**src/rtl/hb_pkg.sv**
```systemverilog
package hb_pkg;
  localparam int NUM_SIDES = 2;
  localparam int HS_IDX    = 0;
  localparam int LS_IDX    = 1;
endpackage

```
**src/rtl/hb_req_qual.sv**
```systemverilog
module hb_req_qual
  import hb_pkg::*;
(
  input  logic                 pwm_i,
  input  logic                 en_i,
  input  logic                 main_ok_i,
  input  logic                 boot_ok_i,
  output logic [NUM_SIDES-1:0] req_o
);
  logic common_ok;

  always_comb begin
    common_ok      = en_i & main_ok_i;
    req_o          = '0;
    req_o[HS_IDX]  = common_ok & boot_ok_i & pwm_i;
    req_o[LS_IDX]  = common_ok & ~pwm_i;
  end
endmodule

```
**src/rtl/hb_leg_timer.sv**
```systemverilog
module hb_leg_timer #(
  parameter int CNT_W = 8
) (
  input  logic             clk_i,
  input  logic             rst_ni,
  input  logic             req_i,
  input  logic             opp_on_i,
  input  logic [CNT_W-1:0] dead_i,
  output logic             on_o
);
  logic             pend_q;
  logic [CNT_W-1:0] cnt_q;
  logic             on_q;

  always_ff @(posedge clk_i or negedge rst_ni) begin
    if (!rst_ni) begin
      on_q   <= 1'b0;
      pend_q <= 1'b0;
      cnt_q  <= '0;
    end else if (!req_i) begin
      // turn-off and cancel are immediate
      on_q   <= 1'b0;
      pend_q <= 1'b0;
      cnt_q  <= '0;
    end else if (!on_q) begin
      if (!pend_q) begin
        pend_q <= 1'b1;
        cnt_q  <= dead_i;
      end else if (cnt_q != '0) begin
        cnt_q  <= cnt_q - CNT_W'(1);
      end else if (!opp_on_i) begin
        on_q   <= 1'b1;
        pend_q <= 1'b0;
      end
    end
  end

  assign on_o = on_q;
endmodule

```
**src/rtl/hb_deadtime_ctrl.sv**
```systemverilog
module hb_deadtime_ctrl
  import hb_pkg::*;
#(
  parameter int CNT_W = 8
) (
  input  logic             clk_i,
  input  logic             rst_ni,
  input  logic             pwm_i,
  input  logic             en_i,
  input  logic             main_ok_i,
  input  logic             boot_ok_i,
  input  logic [CNT_W-1:0] dead_cnt_i,
  output logic             hs_on_o,
  output logic             ls_on_o
);
  logic [NUM_SIDES-1:0] req;
  logic [NUM_SIDES-1:0] on;

  hb_req_qual u_qual (
    .pwm_i     (pwm_i),
    .en_i      (en_i),
    .main_ok_i (main_ok_i),
    .boot_ok_i (boot_ok_i),
    .req_o     (req)
  );

  for (genvar s = 0; s < NUM_SIDES; s++) begin : g_leg
    hb_leg_timer #(.CNT_W(CNT_W)) u_leg (
      .clk_i    (clk_i),
      .rst_ni   (rst_ni),
      .req_i    (req[s]),
      .opp_on_i (on[NUM_SIDES-1-s]),
      .dead_i   (dead_cnt_i),
      .on_o     (on[s])
    );
  end

  assign hs_on_o = on[HS_IDX];
  assign ls_on_o = on[LS_IDX];
endmodule

```
**config.mk**
```make
export PLATFORM = sky130hd
export DESIGN_NAME = hb_deadtime_ctrl
export DESIGN_NICKNAME = d
export VERILOG_FILES = /design/src/rtl/hb_pkg.sv /design/src/rtl/hb_req_qual.sv /design/src/rtl/hb_leg_timer.sv /design/src/rtl/hb_deadtime_ctrl.sv
export SDC_FILE = /design/constraint.sdc
export NUM_CORES = 1
export LEC_CHECK = 0
export BUFFER_PORTS_ARGS = -buffer_cell sky130_fd_sc_hd__buf_4
export CAP_MARGIN = 20
export CORE_AREA = 2 2 61 69
export CTS_CLUSTER_DIAMETER = 40
export CTS_CLUSTER_SIZE = 24
export DETAILED_ROUTE_END_ITERATION = 6
export DIE_AREA = 0 0 63 71
export PLACE_DENSITY = 0.62
export SLEW_MARGIN = 30
export SYNTH_ARGS = -nofsm -noshare
export SYNTH_HDL_FRONTEND = slang
export SYNTH_HIERARCHICAL = 1
export SYNTH_SLANG_ARGS = --single-unit
```
**constraint.sdc**
```tcl
create_clock -name clk_i -period 4.1 [get_ports clk_i]
set_input_delay 0.205 -clock clk_i [delete_from_list [all_inputs] [get_ports clk_i]]
set_output_delay 0.205 -clock clk_i [all_outputs]
set_load 0.05 [all_outputs]
```
==> run summary <==
Area Growth Syn to Fin = 16.50%
Root Buffer = clkbuf_8
most common cell after layout, fill and taps aside = dfrtp_1
post-synth top area share = 38.83%
crit path max fanout = 7
kind of critical path = reg2reg
Unique masters post-synth = 29
Worst Path Arrival = 1.92 ns
#FFs+latches synth = 20
setup TNS = 0 ns
syn avg cell area = 10.07 um2
Overflow after GRT = 0
die area = 4473 um2
wl on met1 = 1.205 mm
initial antenna violation count = 0
cts repair resizes = 0
Period minus WS final = 1.733 ns
met3 routed WL = 46 um
Starting Density = 33.79%
crit path launch type = flip-flop
leak pwr = 0.6619 nW
worst hold path type = in2reg
Worst slew margin = 62.10%
die height = 71 um
Tcrit/Tclk final = 42.27%
CTS clk-pin slew, worst paths = 0.08 ns
Port Buffers = 15
drt first pass iters = 6
GRT Util Overall = 13.47%
Fmax = 577.0 MHz
total core area = 3814 um2
fill count = 399
mapped cell area = 1289 um2
pin count of the biggest net entering global routing = 21
Hold Violations, Final = 0
Via density = 5.077
DRC = 0
first-pass GRT wire length = 4.830 mm
met2 wire len = 1.463 mm
share of cells above drive strength 1 = 21.53%
storage element area = 500.5 um2
area leader, netlist = dfrtp_1
fin. max-slew vios = 0
syn_nets = 146
CTS H-tree lvls = 1
CP max stage delay = 0.49 ns
GPL Wtd Cong = 0.7292
top cell family by delay on the critical path = compound AO/OA/AOI/OAI gates
Synthesis Warnings = 6
DRT antenna net count = 0
hold_buf cts = 1
worst slack at placement = 2.378 ns
worst hold slack = 0.2490 ns
sequential area share after synthesis = 38.83%
DRT iter0 DRCs = 21
slowest stage cell, crit path = a21oi_1
Setup Skew = 0.002716 ns
overall power = 0.4271 mW
hpwl dp = 2.073 mm
Clk Latency, worst-skew pair = 0.26 ns
max cap viols = 0
final wirelength = 2.743 mm
floorplan row count = 24
vias in the first global route = 1050
Peak supply drop = 216.2 uV
Final Util = 39.37%
cell chain of the critical path = inv_1 -> ha_1 -> nor4bb_1 -> a21oi_1 -> o21ai_0 -> o2bb2ai_1
final setup violation count = 0
Setup Fix Bufs, Post-CTS = 0
CTS Buffer Depth = 2
diode count = 0
worst slew pin tran = 0.5686 ns
DR top layer = met4
final net count = 163
CTS Buf Count = 3
Clock Sinks = 20
Crit. End Element = flip-flop
most frequent cells in the layout = dfrtp_1 (20), buf_4 (15), a21oi_1 (14)
Final WS setup = 2.367 ns
status = completed
Buf/Inv on CP = 1
CTS tree = done
Mapped Cells = 128
RSZ-0062 raised after global routing = no
multi-input logic area = 735.7 um2
pwr/cell area = 284.4 nW/um2
vias = 995
main area contributors after synthesis = dfrtp_1 (39%), a22o_1 (6.8%), a21oi_1 (5.4%)
Chip Width = 63 um
routed length per instance = 13.99 um
WP data required = 4.29 ns
number of top-level pins = 16
[metrics by stage]
step,cell area [um2],cells
2_1_floorplan,1289,128
3_3_place_gp,1436,191
3_5_place_dp,1436,191
4_1_cts,1501,196
5_1_grt,1501,196
6_report,1501,196
[layer usage]
| metal | up-vias | track usage, % |
|---|---|---|
| met1 | 483 | 16.41 |
| met2 | 11 | 24.47 |
| met5 | - | 0 |
| li1 | 497 | - |
| met3 | 4 | 1.431 |
| met4 | 0 | 4.938 |
[worst reg2reg max path, delay by kind of cell, from the launching register on]
| family | cells | cell delay [ns] |
|---|---|---|
| compound gates | 3 | 0.84 |
| fa+ha+maj | 1 | 0.19 |
| buf+inv | 1 | 0.09 |
| flops | 1 | 0.39 |
| simple gates | 1 | 0.15 |
[cell usage after synthesis]
cell / n
xor2_1: 2
nor3b_1: 6
a31oi_1: 4
o21ai_0: 4
inv_1: 6
a21oi_1: 14
a22o_1: 10
a21boi_2: 2
nor3b_2: 2
o21a_4: 2
nand2b_1: 2
clkbuf_1: 2
o21ai_1: 4
mux2_2: 2
ha_1: 4
o2bb2ai_1: 2
nor3_2: 2
nand2_1: 4
dfrtp_1: 20
nor2_1: 12
and3b_1: 1
nor4bb_1: 2
xnor2_1: 8
and4_1: 1
and2_1: 2
buf_6: 2
and3_1: 2
nor4_4: 2
o21a_1: 2
[flip-flops by register name, indices dropped and copies added, names as in the netlist]
register and flops:
g_leg.u_leg/cnt_q 16, g_leg.u_leg/on_o 2, g_leg.u_leg/pend_q 2
[cell type report]
type	count	area share, %
clock buffers	4	3.667
flip-flops and latches	20	33.33
well taps	52	4.333
repair buffers	16	8.167
inverters	6	1.500
multi-input cells	98	49.00
[kinds of logic after synthesis]
group / after synthesis / share of synthesized area (%)
adder cells (fa/ha/maj): 4 / 3.884
multiplexers: 2 / 1.747
XOR/XNOR: 10 / 6.797
flip-flops: 20 / 38.83
AND/OR/NAND/NOR: 38 / 20.78
buffers and inverters: 10 / 4.078
AO/OA/AOI/OAI: 44 / 23.88
[final timing paths]
| kind | startpoint | endpoint | slack, ns | cells past startpoint |
|---|---|---|---|---|
| max in group asynchronous | rst_ni | g_leg[1].u_leg/cnt_q[4] | 3.52 | 2 |
| hold / removal | dead_cnt_i[7] | g_leg[1].u_leg/cnt_q[7] | 0.25 | 3 |
| hold reg to reg | g_leg[1].u_leg/cnt_q[7] | g_leg[1].u_leg/cnt_q[7] | 0.56 | 1 |
| min in group asynchronous | rst_ni | g_leg[1].u_leg/cnt_q[6] | 0.36 | 2 |
| setup reg to reg | g_leg[0].u_leg/cnt_q[0] | g_leg[0].u_leg/cnt_q[7] | 2.37 | 6 |
| setup / recovery | g_leg[0].u_leg/cnt_q[0] | g_leg[0].u_leg/cnt_q[7] | 2.37 | 6 |
[power breakdown]
part / switching [mW] / leakage [nW] / internal (mW)
Sequential: 0.00932 / 0.276 / 0.202
Combinational: 0.0295 / 0.357 / 0.0324
Clock: 0.0685 / 0.0288 / 0.0856
Power figures use the tool's default switching activity.
